<file path="config.mk">
export PLATFORM = sky130hd
export DESIGN_NAME = cart_xlate
export DESIGN_NICKNAME = d
export VERILOG_FILES = /design/src/rtl/cart_xlate_pkg.sv /design/src/rtl/cart_rst_sync.sv /design/src/rtl/cart_lo_map.sv /design/src/rtl/cart_hi_map.sv /design/src/rtl/cart_xlate.sv
export SDC_FILE = /design/constraint.sdc
export NUM_CORES = 1
export LEC_CHECK = 0
export ABC_AREA = 1
export BUFFER_PORTS_ARGS = -buffer_cell sky130_fd_sc_hd__buf_2
export CAP_MARGIN = 20
export CORE_MARGIN = 5
export CORE_UTILIZATION = 40
export CTS_CLUSTER_DIAMETER = 60
export DETAILED_ROUTE_END_ITERATION = 6
export GPL_ROUTABILITY_DRIVEN = 0
export PLACE_DENSITY_LB_ADDON = 0.15
export SETUP_SLACK_MARGIN = 0.1
export SYNTH_ARGS = -nofsm -noshare
export SYNTH_HDL_FRONTEND = slang
export SYNTH_SLANG_ARGS = --single-unit
</file>
<file path="constraint.sdc">
create_clock -name clk -period 1.1 [get_ports clk]
set_clock_uncertainty 0.05 [all_clocks]
set_input_delay 0.22 -clock clk [delete_from_list [all_inputs] [get_ports clk]]
set_output_delay 0.22 -clock clk [all_outputs]
set_load 0.02 [all_outputs]
</file>
<file path="src/rtl/cart_xlate_pkg.sv">
package cart_xlate_pkg;
  parameter int CPU_AW     = 24;
  parameter int BANK_W     = 8;
  parameter int ROM_OFS_W  = 22;
  parameter int SRAM_OFS_W = 19;
  parameter int PHYS_W     = ROM_OFS_W;

  typedef struct packed {
    logic                  rom_hit;
    logic                  sram_hit;
    logic [ROM_OFS_W-1:0]  rom_ofs;
    logic [SRAM_OFS_W-1:0] sram_ofs;
  } map_res_t;
endpackage

</file>
<file path="src/rtl/cart_rst_sync.sv">
module cart_rst_sync #(
  parameter int STAGES = 2
) (
  input  logic clk,
  input  logic rst_n,
  output logic rst_sync_n
);
  logic [STAGES-1:0] chain_q;

  always_ff @(posedge clk or negedge rst_n) begin
    if (!rst_n) chain_q <= '0;
    else        chain_q <= {chain_q[STAGES-2:0], 1'b1};
  end

  assign rst_sync_n = chain_q[STAGES-1];
endmodule

</file>
<file path="src/rtl/cart_lo_map.sv">
module cart_lo_map
  import cart_xlate_pkg::*;
(
  input  logic [CPU_AW-1:0] addr,
  output map_res_t          res
);
  logic [BANK_W-1:0] bank;
  logic a15, wram, sram_win;

  always_comb begin
    bank     = addr[CPU_AW-1:CPU_AW-BANK_W];
    a15      = addr[15];
    wram     = (bank[7:1] == 7'b0111111);
    // lower half of 70-7D and F0-FF
    sram_win = !a15 && (bank[6:4] == 3'b111) && (bank[7] || (bank[3:1] != 3'b111));
    res.sram_hit = sram_win;
    // upper half everywhere, lower half mirrors upper in 40-6F / C0-EF
    res.rom_hit  = !wram && !sram_win && (a15 || bank[6]);
    res.rom_ofs  = {bank[6:0], addr[14:0]};
    res.sram_ofs = {bank[3:0], addr[14:0]};
  end
endmodule

</file>
<file path="src/rtl/cart_hi_map.sv">
module cart_hi_map
  import cart_xlate_pkg::*;
(
  input  logic [CPU_AW-1:0] addr,
  output map_res_t          res
);
  logic [BANK_W-1:0] bank;
  logic wram;

  always_comb begin
    bank         = addr[CPU_AW-1:CPU_AW-BANK_W];
    wram         = (bank[7:1] == 7'b0111111);
    res.sram_hit = (bank[6:5] == 2'b01) && (addr[15:13] == 3'b011);
    res.rom_hit  = !wram && (bank[6] || addr[15]);
    res.rom_ofs  = {bank[5:0], addr[15:0]};
    res.sram_ofs = {{(SRAM_OFS_W-17){1'b0}}, bank[3:0], addr[12:0]};
  end
endmodule

</file>
<file path="src/rtl/cart_xlate.sv">
module cart_xlate
  import cart_xlate_pkg::*;
(
  input  logic                  clk,
  input  logic                  rst_n,
  input  logic                  mode_hi,
  input  logic                  romsel_n,
  input  logic [CPU_AW-1:0]     cpu_addr,
  input  logic [ROM_OFS_W-1:0]  rom_mask,
  input  logic [SRAM_OFS_W-1:0] sram_mask,
  output logic                  rom_en,
  output logic                  sram_en,
  output logic                  open_bus,
  output logic [PHYS_W-1:0]     phys_ofs
);
  localparam int PAD_W = PHYS_W - SRAM_OFS_W;

  logic     rst_sync_n;
  map_res_t lo_res, hi_res, sel_res;
  logic     rom_d, sram_d, open_d;
  logic [PHYS_W-1:0] ofs_d;

  cart_rst_sync #(.STAGES(2)) u_rst (
    .clk(clk), .rst_n(rst_n), .rst_sync_n(rst_sync_n)
  );

  cart_lo_map u_lo (.addr(cpu_addr), .res(lo_res));
  cart_hi_map u_hi (.addr(cpu_addr), .res(hi_res));

  // next-state: R12 layout select, R9 strobe gate, R10 masks
  always_comb begin
    sel_res = mode_hi ? hi_res : lo_res;
    rom_d   = sel_res.rom_hit && !romsel_n;
    sram_d  = sel_res.sram_hit;
    open_d  = !(rom_d || sram_d);
    if (rom_d)       ofs_d = sel_res.rom_ofs & rom_mask;
    else if (sram_d) ofs_d = {{PAD_W{1'b0}}, sel_res.sram_ofs & sram_mask};
    else             ofs_d = '0;
  end

  always_ff @(posedge clk or negedge rst_sync_n) begin
    if (!rst_sync_n) begin
      rom_en   <= 1'b0;
      sram_en  <= 1'b0;
      open_bus <= 1'b1;
      phys_ofs <= '0;
    end else begin
      rom_en   <= rom_d;
      sram_en  <= sram_d;
      open_bus <= open_d;
      phys_ofs <= ofs_d;
    end
  end

  AST_ROM_NEEDS_STROBE: assert property (@(posedge clk) disable iff (!rst_sync_n)
    rom_en |-> !$past(romsel_n));
  AST_ONE_TARGET: assert property (@(posedge clk) disable iff (!rst_sync_n)
    !(rom_en && sram_en));
  AST_IDLE_ZERO: assert property (@(posedge clk) disable iff (!rst_sync_n)
    open_bus |-> (phys_ofs == '0) && !rom_en && !sram_en);
  AST_LO_SRAM_LOWER: assert property (@(posedge clk) disable iff (!rst_sync_n)
    (sram_en && !$past(mode_hi)) |-> !$past(cpu_addr[15]));
  AST_HI_SRAM_WINDOW: assert property (@(posedge clk) disable iff (!rst_sync_n)
    (sram_en && $past(mode_hi)) |-> ($past(cpu_addr[15:13]) == 3'b011));
  AST_ROM_MASKED: assert property (@(posedge clk) disable iff (!rst_sync_n)
    rom_en |-> ((phys_ofs & ~$past(rom_mask)) == '0));
  AST_NO_WRAM: assert property (@(posedge clk) disable iff (!rst_sync_n)
    ($past(cpu_addr[23:17]) == 7'b0111111) |-> open_bus);
endmodule

</file>
==> impl_metrics.tcl, run 1 <==
set metrics [dict create \
    cts_tree "yes" \
    synth_cells 205 \
    dr.pass1.iters 4 \
    design.core.area_sq_um 3420 \
    ys.warnings.count 0 \
    grt_pass1_vias 1556 \
    die-width_microns 70.2 \
    drc 0 \
    setup_violations 25 \
    worst_ep_required_time_ns 0.83 \
    grt.overflow.total 0 \
    finalHoldViolCount 0 \
    ant_nets 0 \
    synth_cell_type_count 18 \
    dp_hpwl_microns 3220 \
    slew_violations 0 \
    drtIter0Drc 36 \
    grt_antenna_before_repair 0 \
    p_leak_nw 1.46 \
    cts_root_buf "clkbuf_4" \
    die-height_microns 70.2 \
    cp.buffers_inverters 1 \
    status "finished with violations" \
    fillers 318 \
    synth_area_per_cell_sq_um 7.08 \
    fin_tns_setup_ns -0.676 \
    nNetsFinal 379 \
    crit_fanout 1 \
    fmax_mhz 803 \
    start_util_pct 42.5 \
    postSynthRegisterBits 27 \
    clk_latency_ns 0.31 \
    crit_family "flip-flops" \
    port_buffers 93 \
    final.setup.worst_slack_ns -0.145 \
    layout_min_cycle_time_ns 1.24 \
    grt_max_degree 15 \
    syn_to_final_growth_pct 54.1 \
    rows 21 \
    startpoint_type "flop" \
    dieArea_sq_um 4930 \
    post-place-ws_ns -0.0844 \
    period_share_pct 113 \
    clk_pin_slew_ns 0.14 \
    routedWlPerCell_microns 11.2 \
    n_antenna_cell 0 \
    vias 1551 \
    grt_pass1_wl_microns 6820 \
    violations "negative setup slack" \
    cp.arrival_ns 0.97 \
    layout-drive-gt1-share_pct 36.6 \
    crit_type "reg2out" \
    layout_common_cells "nand2_1, buf_2, inv_1" \
    layout_commonest_cell "nand2_1" \
    crit_chain "buf_6" \
    p_per_area_nw_per_um2 889 \
    cpPeakStageDelay_ns 0.55 \
    seq_area_frac_synth_pct 46.6 \
    numCtsBuffers 3 \
    numClockSinks 27 \
    grt_use_total_pct 16.9 \
    clockBufferDepth 2 \
    rsz0062_at_grt "true" \
    avgViaCountPerCell 4.37 \
    ios 94 \
    wl_microns 3960 \
    slowest_stage "dfstp_2" \
    cts_htree_levels 1 \
    syn-cell-area_sq_um 1450 \
    drv_cap 0 \
    hp-class "in2reg" \
    syn_nets 274 \
    irDropWorstVdd_mv 0.573 \
    endpoint_kind "output pin" \
]
==> stage by stage <==
step / hold WS (ns) / instances / power [mW] / cell area, sq um / utilization [%]
CTS: 0.0635 / 355 / 2.00 / 2240 / 65.5
global route: 0.0508 / 355 / 2.10 / 2240 / 65.5
detailed placement: -0.0401 / 350 / 1.53 / 2040 / 59.9
global placement: -0.0368 / 350 / 1.52 / 2040 / 59.9
finish: 0.0701 / 355 / 1.99 / 2240 / 65.5
floorplan: -0.126 / 205 / 1.28 / 1450 / -
==> state kept, by name, indices dropped and copies added, names as in the netlist <==
register,count
sram_en,1
rom_en,1
u_rst.chain_q,2
open_bus,1
phys_ofs,22
==> cell families after synthesis <==
| group | after synthesis | share of synthesized area [%] |
|---|---|---|
| AOI/OAI and AO/OA | 13 | 6.21 |
| buffers and inverters | 44 | 13.4 |
| and+or+nand+nor | 120 | 33.4 |
| DFF | 27 | 46.6 |
| other | 1 | 0.258 |
==> power breakdown <==
| part | total (mW) | switching (mW) | internal, mW |
|---|---|---|---|
| registers | 1.06 | 0.0213 | 1.04 |
| logic | 0.504 | 0.250 | 0.255 |
| clock network | 0.425 | 0.283 | 0.142 |
==> final cells by class <==
type | count | area (sq um) | area share, %
repair buffers | 107 | 754 | 33.7
clock buffers | 4 | 26.3 | 1.17
inverters | 37 | 139 | 6.21
well taps | 46 | 57.6 | 2.57
flip-flops and latches | 27 | 677 | 30.3
multi-input cells | 134 | 583 | 26.1
==> path summary, 6_finish.rpt <==
path	startpoint	end	slack, ns	cells after the start
max	open_bus$_DFF_PN1_	open_bus	-0.14	1
min reg2reg	u_rst.chain_q[1]$_DFF_PN0_	phys_ofs[19]$_DFF_PN0_	0.14	1
max reg2reg	u_rst.chain_q[0]$_DFF_PN0_	u_rst.chain_q[1]$_DFF_PN0_	0.57	0
max in group asynchronous	u_rst.chain_q[1]$_DFF_PN0_	open_bus$_DFF_PN1_	0.61	1
min in group asynchronous	u_rst.chain_q[1]$_DFF_PN0_	phys_ofs[19]$_DFF_PN0_	0.14	1
min	rom_mask[21]	phys_ofs[21]$_DFF_PN0_	0.07	3
==> per-layer routing <==
| metal | GRT usage [%] | vias to the layer above | part of all wire [%] |
|---|---|---|---|
| met5 | 0 | - | 0 |
| met4 | 4.47 | 0 | 0.63 |
| met3 | 2.73 | 2 | 7.3 |
| met2 | 31.1 | 60 | 53 |
| met1 | 20.2 | 676 | 39 |
| li1 | - | 813 | - |
==> timing repair <==
item	CTS	global route
resized for setup	50	0
hold buffers	1	0
setup buffers	0	0
setup endpoints to repair	25	25
gates cloned	0	0
hold endpoints to repair	2	0
==> synthesized netlist by cell type <==
| cell | count | area (sq um) |
|---|---|---|
| inv_1 | 37 | 139 |
| dfrtp_1 | 26 | 651 |
| a21oi_1 | 1 | 5.00 |
| o21bai_1 | 1 | 7.51 |
| conb_1 | 1 | 3.75 |
| buf_6 | 3 | 33.8 |
| nand3_2 | 1 | 10.0 |
| o21ai_0 | 2 | 10.0 |
| nor2_1 | 12 | 45.0 |
| a21boi_0 | 8 | 60.1 |
| o211ai_1 | 1 | 7.51 |
| nand4_1 | 1 | 6.26 |
| nand3_1 | 19 | 95.1 |
| nand2_1 | 86 | 323 |
| buf_4 | 1 | 7.51 |
| nand2_2 | 1 | 6.26 |
| buf_2 | 3 | 15.0 |
| dfstp_2 | 1 | 26.3 |
(Power assumes the default switching activity.)
==> inputs of run 2 (changes only) <==
- PLACE_DENSITY: unset -> 0.75
- PLACE_DENSITY_LB_ADDON: 0.15 -> unset
==> impl_metrics.tcl, run 2 (same netlist as run 1, synthesis figures left out) <==
set metrics [dict create \
    vias 1630 \
    die-height_microns 70.2 \
    clockBufferDepth 2 \
    drv_cap 0 \
    power_frac_clock_pct 21.9 \
    rsz0062_at_grt "true" \
    clk_pin_slew_ns 0.16 \
    n_antenna_cell 0 \
    layout_min_cycle_time_ns 1.25 \
    finalHoldViolCount 0 \
    top_register "phys_ofs" \
    setup_violations 25 \
    dp_hpwl_microns 3160 \
    p_seq_share_pct 51.9 \
    numCtsBuffers 3 \
    dieArea_sq_um 4930 \
    grt_max_degree 26 \
    p_comb_share_pct 26.1 \
    postPlaceCellArea_sq_um 2070 \
    rows 21 \
    layout-drive-gt1-share_pct 38.7 \
    cp.buffers_inverters 1 \
    dp.cells 353 \
    cts_htree_levels 1 \
    final.setup.worst_slack_ns -0.155 \
    grt.overflow.total 0 \
    post-place-ws_ns -0.606 \
    hp-class "in2reg" \
    routedWlPerCell_microns 11.8 \
    violations "negative setup slack" \
    endpoint_kind "output pin" \
    finalNonFillerCells 361 \
    cts_tree "yes" \
    syn_to_final_growth_pct 59.8 \
    irDropWorstVdd_mv 0.442 \
    crit_fanout 1 \
    largest_reg_flops 22 \
    fin_tns_setup_ns -0.866 \
    crit_chain "buf_6" \
    grt_pass1_wl_microns 6810 \
    port_buffers 93 \
    ios 94 \
    ant_nets 0 \
    worst_ep_required_time_ns 0.83 \
    nNetsFinal 385 \
    die-width_microns 70.2 \
    status "finished with violations" \
    fmax_mhz 797 \
    layout_commonest_cell "nand2_1" \
    p_sw_mw 0.596 \
    p_leak_nw 1.49 \
    swShare_pct 29.2 \
    cts_root_buf "clkbuf_4" \
    grt_use_total_pct 16.9 \
    crit_family "flip-flops" \
    drtIter0Drc 88 \
    start_util_pct 42.5 \
    crit_type "reg2out" \
    numClockSinks 27 \
    p_per_area_nw_per_um2 879 \
    clk_latency_ns 0.32 \
    design.core.area_sq_um 3420 \
    layout_common_cells "nand2_1, buf_2, inv_1" \
    startpoint_type "flop" \
    period_share_pct 114 \
    final_area_sq_um 2320 \
    p_int_mw 1.44 \
    slew_violations 0 \
    slowest_stage "dfstp_2" \
    cpPeakStageDelay_ns 0.56 \
    wl_microns 4240 \
    grt_antenna_before_repair 0 \
    cp.arrival_ns 0.98 \
    drc 0 \
    grt_pass1_vias 1533 \
    top_regs "phys_ofs x22, u_rst.chain_q x2" \
    dr.pass1.iters 4 \
    avgViaCountPerCell 4.52 \
]
[run 2: per-stage QoR]
step	util (%)	hold slack (ns)	power, mW
final	67.9	0.0602	2.04
after detailed placement	60.5	-0.0433	1.52
after CTS	66.7	0.0522	2.04
after global routing	67.9	0.0605	2.15
after floorplan	-	-0.126	1.28
after global placement	60.5	-0.0450	1.52
[run 2: cell type report]
cell class / count / area (sq um)
multi-input combinational: 135 / 624
clock buffer: 3 / 22.5
inverter: 37 / 139
timing repair buffer: 112 / 792
fill: 295 / 1100
sequential: 27 / 677
tap: 46 / 57.6
clock inverter: 1 / 7.51
[run 2: layer usage]
| metal | wire length, microns | vias up | track usage, % | share of wire [%] |
|---|---|---|---|---|
| li1 | - | 829 | - | - |
| met1 | 1570 | 726 | 19.3 | 37 |
| met2 | 2240 | 71 | 31.7 | 53 |
| met3 | 378 | 4 | 3.73 | 8.9 |
| met4 | 52 | 0 | 3.62 | 1.2 |
| met5 | 0 | - | 0 | 0 |
[run 2: timing repair]
item / CTS / global route
buffers inserted: 0 / 2
hold endpoints to repair: 2 / 0
hold buffers: 1 / 0
pin swaps: 1 / 1
gates cloned: 1 / 0
gates resized for setup: 51 / 5
setup endpoints to repair: 49 / 44
[run 2: power by group through the flow]
stage	registers, mW	logic (mW)	clock network (mW)
2_1_floorplan	1.14	0.149	0
3_3_place_gp	1.07	0.450	0
3_5_place_dp	1.07	0.458	0
4_1_cts	1.06	0.520	0.463
5_1_grt	1.06	0.589	0.495
6_report	1.06	0.533	0.447
[run 2: worst paths after layout]
check	end	slack (ns)	cells after the start	start
worst max-delay path	open_bus	-0.15	1	open_bus$_DFF_PN1_
worst min-delay path	phys_ofs[19]$_DFF_PN0_	0.06	3	rom_mask[19]
worst max register to register	open_bus$_DFF_PN1_	0.53	1	u_rst.chain_q[1]$_DFF_PN0_
worst min register to register	phys_ofs[12]$_DFF_PN0_	0.18	1	u_rst.chain_q[1]$_DFF_PN0_
max in group asynchronous	open_bus$_DFF_PN1_	0.53	1	u_rst.chain_q[1]$_DFF_PN0_
min in group asynchronous	u_rst.chain_q[1]$_DFF_PN0_	0.12	2	rst_n
